File: config.mk
export PLATFORM = sky130hd
export DESIGN_NAME = bsvn_node
export DESIGN_NICKNAME = d
export VERILOG_FILES = /design/src/rtl/bsvn_pkg.sv /design/src/rtl/bsvn_slot_fsm.sv /design/src/rtl/bsvn_col_add.sv /design/src/rtl/bsvn_node.sv
export SDC_FILE = /design/constraint.sdc
export NUM_CORES = 1
export LEC_CHECK = 0
export BUFFER_PORTS_ARGS = -buffer_cell sky130_fd_sc_hd__buf_4
export CAP_MARGIN = 25
export CORE_MARGIN = 1
export CORE_UTILIZATION = 30
export DETAILED_ROUTE_END_ITERATION = 8
export GPL_ROUTABILITY_DRIVEN = 0
export PLACE_DENSITY = 0.43
export SETUP_SLACK_MARGIN = 0.02
export SLEW_MARGIN = 10
export SYNTH_ARGS = -nofsm -noshare
export SYNTH_HDL_FRONTEND = slang
export SYNTH_SLANG_ARGS = --single-unit
File: constraint.sdc
create_clock -name clk -period 9.3 [get_ports clk]
set_input_delay 1.395 -clock clk [delete_from_list [all_inputs] [get_ports clk]]
set_output_delay 1.395 -clock clk [all_outputs]
set_load 0.005 [all_outputs]
File: src/rtl/bsvn_pkg.sv
package bsvn_pkg;

    // Position of the current cycle inside a message slot
    typedef enum logic [1:0] {
        ST_HEAD = 2'd0,
        ST_BODY = 2'd1,
        ST_TAIL = 2'd2
    } slot_st_e;

endpackage

File: src/rtl/bsvn_slot_fsm.sv
module bsvn_slot_fsm
    import bsvn_pkg::*;
#(
    parameter int MSG_W = 4
) (
    input  logic                      clk,
    input  logic                      rst_n,
    output slot_st_e                  st,
    output logic                      side,
    output logic [$clog2(MSG_W)-1:0]  bit_idx
);

    localparam int IW = $clog2(MSG_W);

    slot_st_e        st_q, st_nx;
    logic            side_q, side_nx;
    logic [IW-1:0]   cnt_q, cnt_nx;

    // state register
    always_ff @(posedge clk or negedge rst_n) begin
        if (!rst_n) begin
            st_q   <= ST_HEAD;
            side_q <= 1'b0;
            cnt_q  <= '0;
        end else begin
            st_q   <= st_nx;
            side_q <= side_nx;
            cnt_q  <= cnt_nx;
        end
    end

    // next state
    always_comb begin
        st_nx   = st_q;
        side_nx = side_q;
        cnt_nx  = cnt_q;
        unique case (st_q)
            ST_HEAD: begin
                cnt_nx = IW'(1);
                st_nx  = (MSG_W > 2) ? ST_BODY : ST_TAIL;      // T_START
            end
            ST_BODY: begin
                cnt_nx = cnt_q + 1'b1;
                st_nx  = (cnt_q == IW'(MSG_W-2)) ? ST_TAIL : ST_BODY; // T_LAST / T_STEP
            end
            ST_TAIL: begin
                cnt_nx  = '0;
                side_nx = ~side_q;
                st_nx   = ST_HEAD;                              // T_WRAP
            end
            default: begin
                cnt_nx = '0;
                st_nx  = ST_HEAD;
            end
        endcase
    end

    // outputs
    always_comb begin
        st      = st_q;
        side    = side_q;
        bit_idx = cnt_q;
    end

    AST_SIDE_FLIP: assert property (@(posedge clk) disable iff (!rst_n)
        (st_q == ST_TAIL) |=> (side_q != $past(side_q)));
    AST_SIDE_STEADY: assert property (@(posedge clk) disable iff (!rst_n)
        (st_q != ST_TAIL) |=> $stable(side_q));
    AST_TAIL_INDEX: assert property (@(posedge clk) disable iff (!rst_n)
        (st_q == ST_TAIL) |-> (cnt_q == IW'(MSG_W-1)));

endmodule

File: src/rtl/bsvn_col_add.sv
module bsvn_col_add
    import bsvn_pkg::*;
#(
    parameter int NOPS  = 4,
    parameter int MSG_W = 4,
    parameter int SW    = 5
) (
    input  logic              clk,
    input  logic              rst_n,
    input  logic              en,
    input  slot_st_e          st,
    input  logic [NOPS-1:0]   op_bits,
    output logic [MSG_W-1:0]  res_sm,
    output logic              neg
);

    localparam int LW = MSG_W - 1;

    logic signed [SW-1:0] carry_q, cin, col_s;
    logic        [SW-1:0] pop;
    logic        [LW-1:0] lo_q, nmag;

    // column population of the current bit weight
    always_comb begin
        pop = '0;
        for (int k = 0; k < NOPS; k++) pop = pop + SW'(op_bits[k]);
    end

    // sign-weight column subtracts; others add
    always_comb begin
        cin   = (st == ST_HEAD) ? '0 : carry_q;
        col_s = (st == ST_TAIL) ? (cin - $signed(pop)) : (cin + $signed(pop));
    end

    always_ff @(posedge clk or negedge rst_n) begin
        if (!rst_n) begin
            carry_q <= '0;
            lo_q    <= '0;
        end else if (en && st != ST_TAIL) begin
            carry_q <= col_s >>> 1;
            lo_q    <= {col_s[0], lo_q[LW-1:1]};
        end
    end

    // value = col_s * 2^LW + lo_q, clipped and turned into sign-magnitude
    always_comb begin
        nmag = (~lo_q) + 1'b1;
        neg  = col_s[SW-1];
        if (col_s == '0)
            res_sm = {1'b0, lo_q};
        else if (!neg)
            res_sm = {1'b0, {LW{1'b1}}};
        else if (col_s == {SW{1'b1}} && lo_q != '0)
            res_sm = {1'b1, nmag};
        else
            res_sm = {1'b1, {LW{1'b1}}};
    end

    AST_NO_NEG_ZERO: assert property (@(posedge clk) disable iff (!rst_n)
        (en && st == ST_TAIL) |-> (res_sm != {1'b1, {LW{1'b0}}}));
    AST_CARRY_POS: assert property (@(posedge clk) disable iff (!rst_n)
        (st != ST_HEAD) |-> !carry_q[SW-1]);

endmodule

File: src/rtl/bsvn_node.sv
module bsvn_node
    import bsvn_pkg::*;
#(
    parameter int DEG   = 4,
    parameter int MSG_W = 4
) (
    input  logic              clk,
    input  logic              rst_n,
    input  logic              en,
    input  logic              frame_go,
    input  logic [MSG_W-1:0]  llr_in,
    input  logic [DEG-1:0]    c2v_bit,
    output logic [DEG-1:0]    v2c_bit,
    output logic [1:0]        hard_dec
);

    localparam int LW = MSG_W - 1;
    localparam int IW = $clog2(MSG_W);
    localparam int SW = $clog2(2*DEG + 4) + 1;

    slot_st_e          st;
    logic              side, abank;
    logic [IW-1:0]     bit_idx;

    logic [MSG_W-1:0]  msg_q [2][DEG];
    logic [MSG_W-1:0]  llr_q [2];
    logic [1:0]        fresh_q, hard_q;

    logic [MSG_W-1:0]  llr_tc;
    logic [MSG_W-1:0]  msg_tc [DEG];
    logic              llr_bit;
    logic [DEG-1:0]    msg_bit;
    logic [DEG-1:0]    edge_ops [DEG];
    logic [MSG_W-1:0]  edge_res [DEG];
    logic [DEG-1:0]    edge_neg;
    logic [MSG_W-1:0]  tot_res;
    logic              tot_neg;

    function automatic logic [MSG_W-1:0] sm_to_tc(input logic [MSG_W-1:0] sm);
        logic [MSG_W-1:0] mag;
        mag = {1'b0, sm[LW-1:0]};
        return sm[MSG_W-1] ? ((~mag) + 1'b1) : mag;
    endfunction

    bsvn_slot_fsm #(.MSG_W(MSG_W)) u_seq (
        .clk     (clk),
        .rst_n   (rst_n),
        .st      (st),
        .side    (side),
        .bit_idx (bit_idx)
    );

    assign abank = ~side;

    // LSB-first two's-complement view of the bank being summed
    always_comb begin
        llr_tc  = sm_to_tc(llr_q[abank]);
        llr_bit = llr_tc[bit_idx];
        for (int e = 0; e < DEG; e++) begin
            msg_tc[e]  = fresh_q[abank] ? '0 : sm_to_tc(msg_q[abank][e]);
            msg_bit[e] = msg_tc[e][bit_idx];
        end
    end

    // operand set for each edge: channel plus all other edges
    always_comb begin
        for (int e = 0; e < DEG; e++) begin
            edge_ops[e][0] = llr_bit;
            for (int k = 0; k < DEG-1; k++)
                edge_ops[e][k+1] = msg_bit[(k < e) ? k : k+1];
        end
    end

    for (genvar e = 0; e < DEG; e++) begin : g_edge
        bsvn_col_add #(.NOPS(DEG), .MSG_W(MSG_W), .SW(SW)) u_add (
            .clk     (clk),
            .rst_n   (rst_n),
            .en      (en),
            .st      (st),
            .op_bits (edge_ops[e]),
            .res_sm  (edge_res[e]),
            .neg     (edge_neg[e])
        );

        AST_EDGE_SIGN: assert property (@(posedge clk) disable iff (!rst_n)
            (en && st == ST_TAIL) |-> (edge_res[e][MSG_W-1] == edge_neg[e]));
    end

    bsvn_col_add #(.NOPS(DEG+1), .MSG_W(MSG_W), .SW(SW)) u_total (
        .clk     (clk),
        .rst_n   (rst_n),
        .en      (en),
        .st      (st),
        .op_bits ({msg_bit, llr_bit}),
        .res_sm  (tot_res),
        .neg     (tot_neg)
    );

    // shared capture / result registers, channel latch, decisions
    always_ff @(posedge clk or negedge rst_n) begin
        if (!rst_n) begin
            for (int b = 0; b < 2; b++) begin
                llr_q[b] <= '0;
                for (int e = 0; e < DEG; e++) msg_q[b][e] <= '0;
            end
            fresh_q <= '0;
            hard_q  <= '0;
        end else if (en) begin
            for (int b = 0; b < 2; b++) begin
                for (int e = 0; e < DEG; e++) begin
                    if (1'(b) == side)
                        msg_q[b][e] <= {msg_q[b][e][MSG_W-2:0], c2v_bit[e]};
                    else if (st == ST_TAIL)
                        msg_q[b][e] <= edge_res[e];
                end
            end
            if (st == ST_HEAD) begin
                fresh_q[side] <= frame_go;
                if (frame_go) llr_q[side] <= llr_in;
            end
            if (st == ST_TAIL) hard_q[abank] <= tot_neg;
        end
    end

    always_comb begin
        for (int e = 0; e < DEG; e++) v2c_bit[e] = en & msg_q[side][e][MSG_W-1];
        hard_dec = hard_q;
    end

    AST_FREEZE_HARD: assert property (@(posedge clk) disable iff (!rst_n)
        !en |=> $stable(hard_q));
    AST_FREEZE_LLR: assert property (@(posedge clk) disable iff (!rst_n)
        !en |=> ($stable(llr_q[0]) && $stable(llr_q[1])));
    AST_FRESH_ECHO: assert property (@(posedge clk) disable iff (!rst_n)
        (en && st == ST_TAIL && fresh_q[abank])
            |=> (msg_q[side][0][LW-1:0] == llr_q[side][LW-1:0]));
    AST_FRESH_HARD: assert property (@(posedge clk) disable iff (!rst_n)
        (en && st == ST_TAIL && fresh_q[abank] && llr_q[abank][LW-1:0] != '0)
            |=> (hard_q[side] == llr_q[side][MSG_W-1]));
    AST_TOTAL_SIGN: assert property (@(posedge clk) disable iff (!rst_n)
        (en && st == ST_TAIL) |-> (tot_res[MSG_W-1] == tot_neg));

endmodule

==> results.cfg <==
[run_status]
status = complete, no violations

[flow_run]
max_cap_violations = 0

[setup_path]
critPathRequiredTime_ns = 9.50
path_max_fanout = 42
start_kind = register
cp_data_arrival_time_ns = 6.67
path_class = register to register
cp-end-kind = register

[timing]
tightest_slew_ns = 1.09
fin_tns_setup_ns = 0
fmax_ghz = 0.155
setup_viol = 0
hold_viol = 0
relSlewSlack_pct = 26.4
grt_setup_unrepaired = no
drv_slew = 0
finalCriticalPeriod_ns = 6.47
clock-skew-final_ns = 0.00559
finalCritPeriodShare_pct = 69.5

[synth]
synth_area_leaders = dfrtp_1 33%, ha_1 11%, mux2_2 6.1%
ys_seq_area_share_pct = 33.4
synth_area_per_cell_um2 = 9.25
ys.flop_type = dfrtp_1
synthArstFlopShare_pct = 100
ys_warn_count = 0
synth_top_area_share_pct = 33.4
syn-cell-area_mm2 = 0.00607
ys_types = 58
synth_edf_count = 0
synth_cells = 656
synth_fp_nets = 730
synth_area_leader_cell = dfrtp_1
ys_ff_latch = 81

[floorplanning]
initial_core_util_pct = 30.9
rows = 51
fp.dieW_um = 144
design.core.area_mm2 = 0.0197
pin_count = 18
dieArea_mm2 = 0.0208
die_height_um = 144

[place]
place_hpwl_mm = 11.5
dpl_cell_area_mm2 = 0.00639
port_buffers = 17

[cts]
cts_resized = 0
cts_root_buf = clkbuf_16
postCtsSetupRepairBufs = 0
cts_max_level = 3
cts_buffers = 9
clk_latency_ns = 0.35
cts.reportedPaths.clkPinSlew_ns = 0.06
cts.sinks = 81
cts_tree = yes
postCtsHoldBufs = 0
clockBufferDepth = 2

[worst_hold_path]
hold_class = register to register

[final_layout]
fill_cells = 2076
final_cell_mix = 80 x dfrtp_1, 54 x ha_1, 53 x nand2_1
syn2layout_area_growth_pct = 11.0
drive_above_1_share_pct = 12.3
final_cell_area_mm2 = 0.00673
final_common_cell = dfrtp_1
nets = 729
antenna-diode-count = 0

[routing]
antenna_left = 0
drtPass1Iterations = 4
vias = 4821
detail_route.wl_per_cell_um = 17.3
initialDrtViolationCount = 287
drc = 0
wl_mm = 15.9
via_per_inst = 5.22

[global_route]
grt_pass1_wl_mm = 26.1
antenna_found_initial = 0
grt_max_degree = 53
grt_overflow = 0
track_usage_pct = 16.7
grt_pass1_vias = 4955
path summary, 6_finish.rpt:
path,start,to,slack [ns],depth (start not counted)
worst max register to register,u_seq.side,msg_q[30],2.83,20
worst min register to register,u_total.carry_q[1],u_total.carry_q[1],0.47,2
min in group asynchronous,rst_n,llr_q[2],1.03,1
worst min-delay path,u_total.carry_q[1],u_total.carry_q[1],0.47,2
worst max-delay path,u_seq.side,msg_q[30],2.83,20
max in group asynchronous,rst_n,u_seq.side,7.25,2
through the flow:
step	hold slack [ns]	util, %	cells	worst slack [ns]
final	0.473	34.3	924	2.83
after global routing	0.510	34.3	924	2.51
after CTS	0.479	34.3	924	2.90
after detailed placement	0.466	32.5	909	2.93
after global placement	0.460	32.5	909	3.05
after floorplan	0.442	-	656	4.25
synthesized netlist by cell type, types with 8 or more instances:
cell,count
dfrtp_1,81
ha_1,54
nand2_1,53
inv_1,50
a21oi_1,40
o22ai_1,34
mux2_2,33
o21ai_0,30
nor2_1,29
mux2i_1,27
nor3_1,27
a211oi_1,18
clkbuf_1,18
and2_1,16
xnor2_1,15
xor2_1,10
a21o_1,9
a31oi_1,9
buf_2,9
nor2b_1,9
fa_1,8
area by class of cell:
type	count	area (um^2)	share of cell area (%)
clock buffer	9	225	3.34
clock inverter	6	116	1.73
inverter	50	188	2.79
multi-input combinational	491	3680	54.6
sequential	81	2030	30.1
tap	265	332	4.92
timing repair buffer	22	165	2.45
sequential cells by signal (all words and copies together), names as in the netlist:
| signal | count |
|---|---|
| u_seq.st | 2 |
| hard_dec | 2 |
| llr_q | 8 |
| fresh_q | 2 |
| u_seq.bit_idx | 2 |
| g_edge.u_add.carry_q | 16 |
| msg_q | 32 |
| u_total.carry_q | 4 |
| g_edge.u_add.lo_q | 12 |
| u_seq.side | 1 |
critical path, cell delays in order, from the launching register on:
cell and delay [ns]:
dfrtp_2 1.01, mux2_2 0.42, inv_1 0.10, ha_1 0.18
nor3_1 0.06, a211oi_1 0.22, o21ai_0 0.10, a211oi_1 0.67
inv_1 0.21, fa_1 0.49, ha_1 0.31, inv_1 0.04
ha_1 0.19, ha_1 0.27, mux2i_1 0.16, ha_1 0.31
xnor2_1 0.19, or4b_2 0.66, nor3_1 0.38, mux2_2 0.26
a21oi_1 0.07
layer usage:
metal	part of all wire [%]	GRT usage, %
met5	0	0
met4	1.3	6.65
met3	3.2	2.91
met2	48	27.4
met1	48	21.8
cell families after synthesis:
family | share of synthesized area (%)
simple gates | 15.1
compound gates | 17.1
buf+inv | 6.00
flops | 33.4
fa+ha+maj | 13.9
mux | 10.6
xor+xnor | 3.88
Power is left out: the tool's default activity adds up to more than one toggle a clock period on the data nets, which glitch-free logic cannot reach.
